**src/rtl/tune_pkg.sv**
```systemverilog
package tune_pkg;
    localparam int PAYLOAD_LEN = 10;

    localparam logic [7:0] MOD_TYPE_STD = 8'h09;
    localparam logic [7:0] DEMOD_STD    = 8'h10;
    localparam logic [7:0] DC_FEC_CODE  = 8'hFC;
    localparam logic [7:0] ALT_DEFAULT  = 8'h8C;
    localparam logic [7:0] ALT_OR_MASK  = 8'h80;

    typedef struct packed {
        logic [31:0] sr;
        logic [31:0] fr;
        logic [7:0]  mod;
        logic [7:0]  fec;
    } frame_t;

    typedef enum logic [2:0] {
        FAM_STD,
        FAM_TURBO,
        FAM_DC,
        FAM_ALT,
        FAM_NONE
    } family_e;

    typedef struct packed {
        logic       upd;
        logic       err;
        logic [7:0] fec_code;
        logic [7:0] mod_type;
        logic [7:0] demod;
        logic       turbo;
        logic       dc;
        logic       nt_clr;
    } map_t;
endpackage

```
**src/rtl/tune_fec_ram.sv**
```systemverilog
module tune_fec_ram #(
    parameter int DEPTH = 32,
    parameter int AW    = $clog2(DEPTH)
) (
    input  logic          clk,
    input  logic          we,
    input  logic [AW-1:0] waddr,
    input  logic [7:0]    wdata,
    input  logic [AW-1:0] raddr,
    output logic [7:0]    rdata
);
    logic [7:0] mem [DEPTH];

    always_ff @(posedge clk) begin
        if (we) mem[waddr] <= wdata;
    end

    assign rdata = mem[raddr];
endmodule

```
**src/rtl/tune_frame_asm.sv**
```systemverilog
module tune_frame_asm
    import tune_pkg::*;
(
    input  logic       clk,
    input  logic       rst_n,
    input  logic       pl_valid,
    input  logic [7:0] pl_data,
    input  logic       pl_last,
    output frame_t     frame,
    output logic       frm_ok,
    output logic       frm_bad
);
    localparam int CW = $clog2(PAYLOAD_LEN + 6);

    typedef struct packed {
        logic [PAYLOAD_LEN-1:0][7:0] bytes;
        logic [CW-1:0]               cnt;
        logic                        ok;
        logic                        bad;
    } asm_t;

    asm_t q, d;

    always_comb begin
        d     = q;
        d.ok  = 1'b0;
        d.bad = 1'b0;
        if (pl_valid) begin
            for (int i = 0; i < PAYLOAD_LEN; i++) begin
                if (q.cnt == CW'(i)) d.bytes[i] = pl_data;
            end
            if (pl_last) begin
                d.cnt = '0;
                if (q.cnt == CW'(PAYLOAD_LEN - 1)) d.ok = 1'b1;
                else                               d.bad = 1'b1;
            end else if (q.cnt != '1) begin
                d.cnt = q.cnt + 1'b1;
            end
        end
    end

    always_ff @(posedge clk or negedge rst_n) begin
        if (!rst_n) q <= '0;
        else        q <= d;
    end

    assign frame.sr  = {q.bytes[3], q.bytes[2], q.bytes[1], q.bytes[0]};
    assign frame.fr  = {q.bytes[7], q.bytes[6], q.bytes[5], q.bytes[4]};
    assign frame.mod = q.bytes[8];
    assign frame.fec = q.bytes[9];
    assign frm_ok    = q.ok;
    assign frm_bad   = q.bad;

    // a frame verdict is either good or bad, never both
    a_r10_verdict_excl: assert property (@(posedge clk) disable iff (!rst_n)
        !(frm_ok && frm_bad));

    // every verdict follows a byte that carried the end marker
    a_r1_verdict_after_last: assert property (@(posedge clk) disable iff (!rst_n)
        (frm_ok || frm_bad) |-> $past(pl_valid && pl_last));
endmodule

```
**src/rtl/tune_cfg_map.sv**
```systemverilog
module tune_cfg_map
    import tune_pkg::*;
#(
    parameter logic [4:0] BASE_STD = 5'd0,
    parameter logic [4:0] BASE_TQ  = 5'd7,
    parameter logic [4:0] BASE_T8  = 5'd12,
    parameter logic [4:0] BASE_T16 = 5'd17,
    parameter logic [4:0] BASE_DC  = 5'd18
) (
    input  logic [7:0] mod,
    input  logic [7:0] fec,
    input  logic [7:0] tbl_rdata,
    output logic [4:0] tbl_raddr,
    output map_t       res
);
    family_e    fam;
    logic [7:0] lim;
    logic [4:0] base;
    logic       in_rng;

    always_comb begin
        fam  = FAM_NONE;
        lim  = 8'd0;
        base = BASE_STD;
        unique case (mod)
            8'd0:                   begin fam = FAM_STD;   lim = 8'd7; base = BASE_STD; end
            8'd1:                   begin fam = FAM_TURBO; lim = 8'd5; base = BASE_TQ;  end
            8'd2:                   begin fam = FAM_TURBO; lim = 8'd5; base = BASE_T8;  end
            8'd3:                   begin fam = FAM_TURBO; lim = 8'd1; base = BASE_T16; end
            8'd4, 8'd5, 8'd6, 8'd7: begin fam = FAM_DC;    lim = 8'd9; base = BASE_DC;  end
            8'd8, 8'd9:             begin fam = FAM_ALT;   lim = 8'd7; base = BASE_STD; end
            default:                begin fam = FAM_NONE;  end
        endcase
        in_rng    = (fec < lim);
        tbl_raddr = in_rng ? (base + fec[4:0]) : base;
    end

    always_comb begin
        res = '0;
        unique case (fam)
            FAM_STD, FAM_TURBO: begin
                if (in_rng) begin
                    res.upd      = 1'b1;
                    res.fec_code = tbl_rdata;
                    res.mod_type = MOD_TYPE_STD;
                    res.demod    = DEMOD_STD;
                    res.turbo    = (fam == FAM_TURBO);
                end else begin
                    res.err = 1'b1;
                end
            end
            FAM_DC: begin
                if (in_rng) begin
                    res.upd      = 1'b1;
                    res.fec_code = DC_FEC_CODE;
                    res.mod_type = tbl_rdata;
                    res.dc       = 1'b1;
                    unique case (mod[1:0])
                        2'd0:    res.demod = 8'h10;
                        2'd1:    res.demod = 8'h12;
                        2'd2:    res.demod = 8'h16;
                        default: res.demod = 8'h11;
                    endcase
                end else begin
                    res.err = 1'b1;
                end
            end
            FAM_ALT: begin
                res.upd      = 1'b1;
                res.nt_clr   = 1'b1;
                res.fec_code = in_rng ? (tbl_rdata | ALT_OR_MASK) : ALT_DEFAULT;
                res.mod_type = MOD_TYPE_STD;
                res.demod    = DEMOD_STD;
            end
            default: res = '0;
        endcase
    end

    // a mapping either updates the configuration or reports an error
    always_comb begin
        a_r5_upd_err_excl: assert (!(res.upd && res.err));
    end
endmodule

```
**src/rtl/tune_cmd_mapper.sv**
```systemverilog
module tune_cmd_mapper
    import tune_pkg::*;
#(
    parameter int         TBL_DEPTH = 32,
    parameter logic [4:0] BASE_STD  = 5'd0,
    parameter logic [4:0] BASE_TQ   = 5'd7,
    parameter logic [4:0] BASE_T8   = 5'd12,
    parameter logic [4:0] BASE_T16  = 5'd17,
    parameter logic [4:0] BASE_DC   = 5'd18
) (
    input  logic        clk,
    input  logic        rst_n,
    input  logic        started,
    input  logic        pl_valid,
    input  logic [7:0]  pl_data,
    input  logic        pl_last,
    input  logic        tbl_we,
    input  logic [4:0]  tbl_addr,
    input  logic [7:0]  tbl_wdata,
    output logic [31:0] sym_be,
    output logic [31:0] freq_be,
    output logic [7:0]  mod_idx,
    output logic [7:0]  fec_idx,
    output logic [7:0]  fec_code,
    output logic [7:0]  mod_type,
    output logic [7:0]  demod_mode,
    output logic        turbo,
    output logic        dc_tuned,
    output logic        non_turbo,
    output logic        done,
    output logic        err
);
    typedef struct packed {
        logic [31:0] sr;
        logic [31:0] fr;
        logic [7:0]  mod;
        logic [7:0]  fec;
        logic [7:0]  fec_code;
        logic [7:0]  mod_type;
        logic [7:0]  demod;
        logic        turbo;
        logic        dc;
        logic        nt;
        logic        done;
        logic        err;
    } st_t;

    frame_t     frame;
    logic       frm_ok, frm_bad;
    logic [4:0] tbl_raddr;
    logic [7:0] tbl_rdata;
    map_t       m;
    st_t        q, d;

    tune_frame_asm u_asm (
        .clk     (clk),
        .rst_n   (rst_n),
        .pl_valid(pl_valid),
        .pl_data (pl_data),
        .pl_last (pl_last),
        .frame   (frame),
        .frm_ok  (frm_ok),
        .frm_bad (frm_bad)
    );

    tune_fec_ram #(.DEPTH(TBL_DEPTH), .AW(5)) u_ram (
        .clk  (clk),
        .we   (tbl_we),
        .waddr(tbl_addr),
        .wdata(tbl_wdata),
        .raddr(tbl_raddr),
        .rdata(tbl_rdata)
    );

    tune_cfg_map #(
        .BASE_STD(BASE_STD), .BASE_TQ(BASE_TQ), .BASE_T8(BASE_T8),
        .BASE_T16(BASE_T16), .BASE_DC(BASE_DC)
    ) u_map (
        .mod      (frame.mod),
        .fec      (frame.fec),
        .tbl_rdata(tbl_rdata),
        .tbl_raddr(tbl_raddr),
        .res      (m)
    );

    always_comb begin
        d      = q;
        d.done = 1'b0;
        d.err  = 1'b0;
        if (frm_bad) begin
            d.err = 1'b1;
        end else if (frm_ok && started) begin
            d.sr  = frame.sr;
            d.fr  = frame.fr;
            d.mod = frame.mod;
            d.fec = frame.fec;
            if (m.err) begin
                d.err = 1'b1;
            end else begin
                d.done = 1'b1;
                if (m.upd) begin
                    d.fec_code = m.fec_code;
                    d.mod_type = m.mod_type;
                    d.demod    = m.demod;
                    d.turbo    = m.turbo;
                    d.dc       = m.dc;
                end
                if (m.nt_clr) d.nt = 1'b0;
            end
        end
    end

    always_ff @(posedge clk or negedge rst_n) begin
        if (!rst_n) begin
            q    <= '0;
            q.nt <= 1'b1;
        end else begin
            q <= d;
        end
    end

    assign sym_be     = q.sr;
    assign freq_be    = q.fr;
    assign mod_idx    = q.mod;
    assign fec_idx    = q.fec;
    assign fec_code   = q.fec_code;
    assign mod_type   = q.mod_type;
    assign demod_mode = q.demod;
    assign turbo      = q.turbo;
    assign dc_tuned   = q.dc;
    assign non_turbo  = q.nt;
    assign done       = q.done;
    assign err        = q.err;

    // an error leaves the configuration bytes as they were
    a_r5_err_keeps_cfg: assert property (@(posedge clk) disable iff (!rst_n)
        err |-> ($stable(fec_code) && $stable(mod_type) && $stable(demod_mode)
                 && $stable(turbo) && $stable(dc_tuned)));

    // a tune is only reported when the gate was open
    a_r3_done_needs_started: assert property (@(posedge clk) disable iff (!rst_n)
        done |-> $past(started));

    // a DC-style tune always carries the fixed FEC code
    a_r8_dc_fixed_code: assert property (@(posedge clk) disable iff (!rst_n)
        dc_tuned |-> (fec_code == DC_FEC_CODE && !turbo));

    // turbo implies the standard type and demodulator mode
    a_r7_turbo_std_cfg: assert property (@(posedge clk) disable iff (!rst_n)
        turbo |-> (mod_type == MOD_TYPE_STD && demod_mode == DEMOD_STD));

    // done and err never pulse together
    a_r1_done_err_excl: assert property (@(posedge clk) disable iff (!rst_n)
        !(done && err));

    // non_turbo only ever falls, never rises after reset
    a_r9_nt_no_rise: assert property (@(posedge clk) disable iff (!rst_n)
        !$rose(non_turbo));
endmodule

```
**config.mk**
```make
export PLATFORM = sky130hd
export DESIGN_NAME = tune_cmd_mapper
export DESIGN_NICKNAME = d
export VERILOG_FILES = /design/src/rtl/tune_pkg.sv /design/src/rtl/tune_fec_ram.sv /design/src/rtl/tune_frame_asm.sv /design/src/rtl/tune_cfg_map.sv /design/src/rtl/tune_cmd_mapper.sv
export SDC_FILE = /design/constraint.sdc
export NUM_CORES = 1
export LEC_CHECK = 0
export BUFFER_PORTS_ARGS = -buffer_cell sky130_fd_sc_hd__buf_4
export CAP_MARGIN = 40
export CORE_UTILIZATION = 45
export CTS_BUF_LIST = sky130_fd_sc_hd__clkbuf_8 sky130_fd_sc_hd__clkbuf_16
export CTS_CLUSTER_SIZE = 20
export DETAILED_ROUTE_END_ITERATION = 10
export GPL_TIMING_DRIVEN = 0
export PLACE_DENSITY = 0.62
export SYNTH_ARGS = -nofsm -noshare
export SYNTH_HDL_FRONTEND = slang
export SYNTH_SLANG_ARGS = --single-unit
```
**constraint.sdc**
```tcl
create_clock -name clk -period 6.1 [get_ports clk]
set_input_delay 0.305 -clock clk [delete_from_list [all_inputs] [get_ports clk]]
set_output_delay 0.305 -clock clk [all_outputs]
set_load 0.02 [all_outputs]
```
== Word level (Yosys, flattened, before mapping) ==
Memory sizes are Yosys's and may differ from the RTL's.
Cells that the tools add are included.

* Memories: 1
* Bits in writable memories: 256
* Output and inout port bits: 109
* Logic and storage cells: 111
* Register bits after elaboration: 195
* Input port bits: 27

* Bitwise operators: 2
* Order comparisons: 1
* Eq/ne operators: 24
* Muxes and demuxes: 29
* Add/subtract/negate cells: 2
* Reduce and logical (&&, ||, !) cells: 27

{| class="wikitable"
|+ Memories
! memory !! words !! bits a word !! read ports !! clocked after memory_dff !! write ports !! RTL line !! RTL
|-
| u_ram.mem || 32 || 8 || 1 || 0 || 1 || tune_fec_ram.sv:12 || <nowiki>logic [7:0] mem [DEPTH];</nowiki>
|}

{| class="wikitable"
|+ Operators with widths
! kind !! number
|-
| case mux 24 bit (3 select lines) || 1
|-
| == test 8 x 3 -> 1 bit, second input constant || 4
|-
| two-way mux 25 bit || 1
|-
| two-way mux 24 bit || 1
|-
| AND reduction 2 bit || 12
|-
| case mux 5 bit (4 select lines) || 1
|-
| == test 4 x 3 -> 1 bit, second input constant || 4
|-
| == test 8 x 2 -> 1 bit, second input constant || 2
|-
| == test 8 x 4 -> 1 bit, second input constant || 2
|-
| case mux 4 bit (4 select lines) || 1
|-
| two-way mux 1 bit || 14
|-
| case mux 3 bit (4 select lines) || 1
|-
| case mux 3 bit (3 select lines) || 1
|-
| OR reduction 3 bit || 3
|-
| == test 4 x 2 -> 1 bit, second input constant || 2
|-
| == test 4 bit, second input constant || 2
|-
| == test 8 x 1 -> 1 bit, second input constant || 1
|-
| zero test 8 bit || 1
|-
| less-than comparator 8 x 4 -> 1 bit || 1
|-
| two-way mux 4 bit || 2
|-
| AND reduction 4 bit || 2
|-
| two-way mux 7 bit || 1
|-
| == test 3 x 2 -> 1 bit, second input constant || 2
|-
| two-way mux 2 bit || 3
|-
| other kinds (17) || 20
|}

== Logic depth before layout (Yosys ltp) ==
* Depth after elaboration: 9
* Mapped depth: 19
* Mapped depth without buffers: 16

== Cells and area by module ==
A second synthesis with hierarchy kept.

* Cells, all modules: 1038
* Area total of the unflattened synthesis: 18745.5 sq um

{| class="wikitable"
|+ Modules (own cells, without submodules)
! module !! seq. area each (sq um) !! cells each !! times used !! area each (sq um)
|-
| tune_fec_ram || 7687.4 || 409 || 1 || 9893.2
|-
| tune_frame_asm || 2152.1 || 297 || 1 || 4063.9
|-
| tune_cmd_mapper || 2728.9 || 231 || 1 || 4036.4
|-
| tune_cfg_map || 0.0 || 101 || 1 || 752.0
|}

== Worst setup path after synthesis ==
Ideal clock, no wire load.

* Kind: reg2reg
* From: register u_asm.q, in the netlist u_asm.frame[13]
* To: register q, in the netlist mod_type[3]
* Stages on the path, launching flop included: 19
* Library setup time: 0.077 ns
* Clock period less this slack: 4.142 ns
* Arrival: 4.065 ns
* Buffers on the path: 4
* Required time: 6.023 ns
* Path slack: 1.958 ns
* Cell sequence: dfrtp_1 -> or4_1 -> buf_2 -> nor3_2 -> o21a_1 -> nor2b_1 -> ha_1 -> nand2_1 -> o211ai_1 -> a41o_1 -> mux2_1 -> buf_4 -> buf_6 -> buf_4 -> mux2i_1 -> mux2i_1 -> o22ai_1 -> or4_1 -> a21oi_1

* Longest elaborated chain between the ends: 8
* Elaborated cells between the ends (all ways): 37
* Those cells by class: add/sub: 1; order compare: 1; eq/ne: 12; mux: 11; bitwise: 1; reduce/logical: 10; memory: 1

{| class="wikitable"
|+ RTL lines
! item !! RTL line !! RTL
|-
| from (decl) || tune_frame_asm.sv:22 || <nowiki>asm_t q, d;</nowiki>
|-
| from (signal assigned) || tune_frame_asm.sv:43 || <nowiki>if (!rst_n) q <= '0;</nowiki>
|-
| from (signal assigned) || tune_frame_asm.sv:44 || <nowiki>else q <= d;</nowiki>
|-
| == test 8 x 3 -> 1 bit, or another cell as far along || tune_cfg_map.sv:25 || <nowiki>unique case (mod)</nowiki>
|-
| OR reduction 4 bit, or another cell as far along || tune_cfg_map.sv:25 ||
|-
| case mux 4 bit (4 select lines), or another cell as far along || tune_cfg_map.sv:25 ||
|-
| less-than comparator 8 x 4 -> 1 bit, or another cell as far along || tune_cfg_map.sv:34 || <nowiki>in_rng = (fec < lim);</nowiki>
|-
| two-way mux 5 bit, or another cell as far along || tune_cfg_map.sv:35 || <nowiki>tbl_raddr = in_rng ? (base + fec[4:0]) : base;</nowiki>
|-
| memory read (32 x 8 bit) / two-way mux 1 bit (equally long branches) || -- ||
|-
| two-way mux 24 bit / inverter 1 bit (equally long branches) || -- ||
|-
| case mux 24 bit (3 select lines) / AND reduction 4 bit (equally long branches) || -- ||
|-
| to (decl) || tune_cmd_mapper.sv:53 || <nowiki>st_t q, d;</nowiki>
|}

Several ways; a longest one is shown, not always the timed one.
A chain may end at the register's enable or synchronous reset.

== Final worst setup path ==
* From: register u_asm.q, in the netlist u_asm.frame[13]
* To: register q, in the netlist mod_type[4]

Same word-level chain as after synthesis.

==> run metrics <==
clock slew at reported path FFs 0.06 ns; latest clock arrival within the worst-skew pair 0.58 ns; Hold Path Class primary input to flip-flop; layout cell share with drive strength beyond 1 28.4%; Period Utilization, post-route 88.9%; Worst IR Drop VDD 231 uV; reg2reg start u_asm.frame[13]$_DFFE_PN0P_; Worst Setup Path Type flip-flop to flip-flop; Sequential Area 0.0125 sq mm; CTS resizes 0; Avg Cell Area, Syn 15.9 sq um; ANT cells 0; Max Cap Violations 0; filler instances 3,324; DR vias/cell 5.54; kind of end point of the critical path flip-flop; GRT overflow 0; Vias 10,400; row cnt 73; Power Dens Cells 340 mW/mm^2; nets 1,364; Warnings, synthesis 0; Worst Path Required 6.60 ns; placed cells 1,793; fraction of registers with async set/reset 42.7%; most common cell after layout, fill and taps aside edfxtp_1; pin count of the biggest net entering global routing 102; maximum clock path buffer count 3; 1st-pass router iterations 5; TNS Setup 0 ns; Final ANT Viol Nets 0; max_slew headroom 35.4%; min cycle time layout 5.42 ns; synth unique cells 56; Worst-Margin Slew 0.966 ns; Post-DP Area 0.0197 sq mm; Die X 202 microns; CP arrival 5.92 ns; Finished Cell Area 0.0212 sq mm; Syn-to-layout area delta 17.5%; per-cell routed wire length 23.0 microns; register area share after synthesis 69.0%; Post-synth top flop edfxtp_1; Initial Util 45.6%; CP startpoint kind flip-flop; die area 0.0410 sq mm; Final setup viols 0; Slew Limit Fails 0; first-pass GRT wire length 65.4 mm; run status completed; CP max FO 10; # DRC 0; area of the multi-input gates 0.00527 sq mm; hold_sp tbl_wdata[5]; RSZ-0062 raised after global routing false; Hold Vio Cnt, Final 0; CTS sink cnt 447; FF+latch count, synth 447; post-DP HPWL 28.5 mm; CTS tree built; Clock Tree Root clkbuf_16; Leakage 8.86 nW; initial antenna violation count 1; number of global-route vias before repair 10,300; Post-Layout Cell Count 1,883; synthesized instance count 1,138; Die Ht 202 microns; drt total wl 43.4 mm; # IOs 136; achievable frequency 0.184 GHz; initial DRC count 792; most frequent cells in the layout edfxtp_1, dfrtp_1, mux2i_1, mux2_2, buf_4; synthesized area 0.0181 sq mm; Post-synth EDFFs 256; htree depth 2; gr usage total 21.6%; Num CTS Buffers 47; CORE AREA 0.0396 sq mm; port bufs 123; Critical Path Start u_asm.frame[13]$_DFFE_PN0P_; Layout Skew 0.0284 ns; global placer's final weighted congestion 0.849
[area by class of cell]
| cell class | instances | share of cell area (%) |
|---|---|---|
| Multi-Input combinational cell | 625 | 24.8 |
| Buffer | 55 | 1.40 |
| Clock inverter | 32 | 0.814 |
| Sequential cell | 447 | 58.8 |
| Tap cell | 525 | 3.10 |
| Timing Repair Buffer | 131 | 4.82 |
| Inverter | 14 | 0.248 |
| Clock buffer | 54 | 6.05 |
[report_power, final]
| group | total, mW | switching (mW) | internal (mW) |
|---|---|---|---|
| sequential | 3.47 | 0.0839 | 3.39 |
| combinational | 1.06 | 0.639 | 0.423 |
| clock | 2.69 | 1.15 | 1.54 |
[registers in the layout, indices dropped and copies added, names as in the netlist, 4 cells and up]
signal	flops
u_asm.frame	80
mod_type	8
mod_idx	8
sym_be	32
demod_mode	4
u_asm.q	4
fec_idx	8
freq_be	32
fec_code	8
u_ram.mem	256
[per-stage QoR]
step / setup WS, ns / utilization [%] / hold slack [ns] / total power, mW
after floorplan: 1.96 / - / 0.00941 / 4.18
after global placement: 0.552 / 49.6 / 0.450 / 4.55
after detailed placement: 0.777 / 49.8 / 0.386 / 4.58
after CTS: 0.769 / 53.5 / 0.123 / 7.27
after global routing: 0.446 / 53.5 / 0.143 / 7.50
final: 0.676 / 53.5 / 0.151 / 7.22
[Yosys cell counts (7+ instances only)]
cell / instances / area share (%)
edfxtp_1: 256 / 43
dfrtp_1: 190 / 26
mux2i_1: 170 / 9.4
mux2_2: 157 / 9.8
nor2_1: 51 / 1.1
nand2_1: 42 / 0.87
o22ai_1: 31 / 1.1
a21oi_1: 25 / 0.69
o21ai_0: 20 / 0.55
nand3_1: 18 / 0.50
clkbuf_1: 16 / 0.33
buf_4: 15 / 0.62
ha_1: 15 / 1.0
inv_1: 14 / 0.29
buf_1: 11 / 0.23
buf_2: 10 / 0.28
or4_1: 9 / 0.37
a22oi_1: 8 / 0.33
nand3b_1: 7 / 0.29
[logic make-up after synthesis]
family | count (synthesis) | synth area share (%)
AND/OR/NAND/NOR | 158 | 4.24
other | 1 | 0.0208
AO/OA/AOI/OAI | 112 | 3.95
adder cells (fa/ha/maj) | 16 | 1.15
XOR/XNOR | 5 | 0.242
buffers and inverters | 69 | 1.94
flip-flops | 447 | 69.0
multiplexers | 330 | 19.5
[worst paths after layout]
path,slack (ns),depth (start not counted),to
worst max-delay path,0.68,17,mod_type[4]$_DFFE_PN0P_
worst min-delay path,0.15,1,u_ram.mem[6][5]$_DFFE_PP_
worst max register to register,0.68,17,mod_type[4]$_DFFE_PN0P_
worst min register to register,0.47,1,err$_DFF_PN0_
max in group asynchronous,4.83,3,sym_be[28]$_DFFE_PN0P_
min in group asynchronous,0.33,2,demod_mode[4]$_DFFE_PN0P_
[timing repair]
item | CTS | global route
hold buffers | 3 | 0
endpoints found under the hold margin | 101 | 0
buffers inserted | 0 | 0
[routing by layer]
metal	wire, microns	GRT usage [%]
met2	20200	33.7
met5	10	0
met3	2890	3.76
met1	19100	30.7
met4	1180	7.04
[worst max-delay path, cell delays in order, from the launching register on]
cell	delay [ns]
dfrtp_1	0.38
or4_1	0.55
buf_2	0.18
nor3_2	0.32
o21a_1	0.29
nor2b_1	0.07
ha_1	0.31
nand2_1	0.06
o211ai_1	0.32
a41o_1	0.22
mux2i_1	0.38
buf_2	0.33
clkbuf_1	0.37
buf_8	0.21
mux2i_1	0.46
o22ai_1	0.14
or4_1	0.52
o21ai_0	0.21
(Power assumes the default switching activity.)
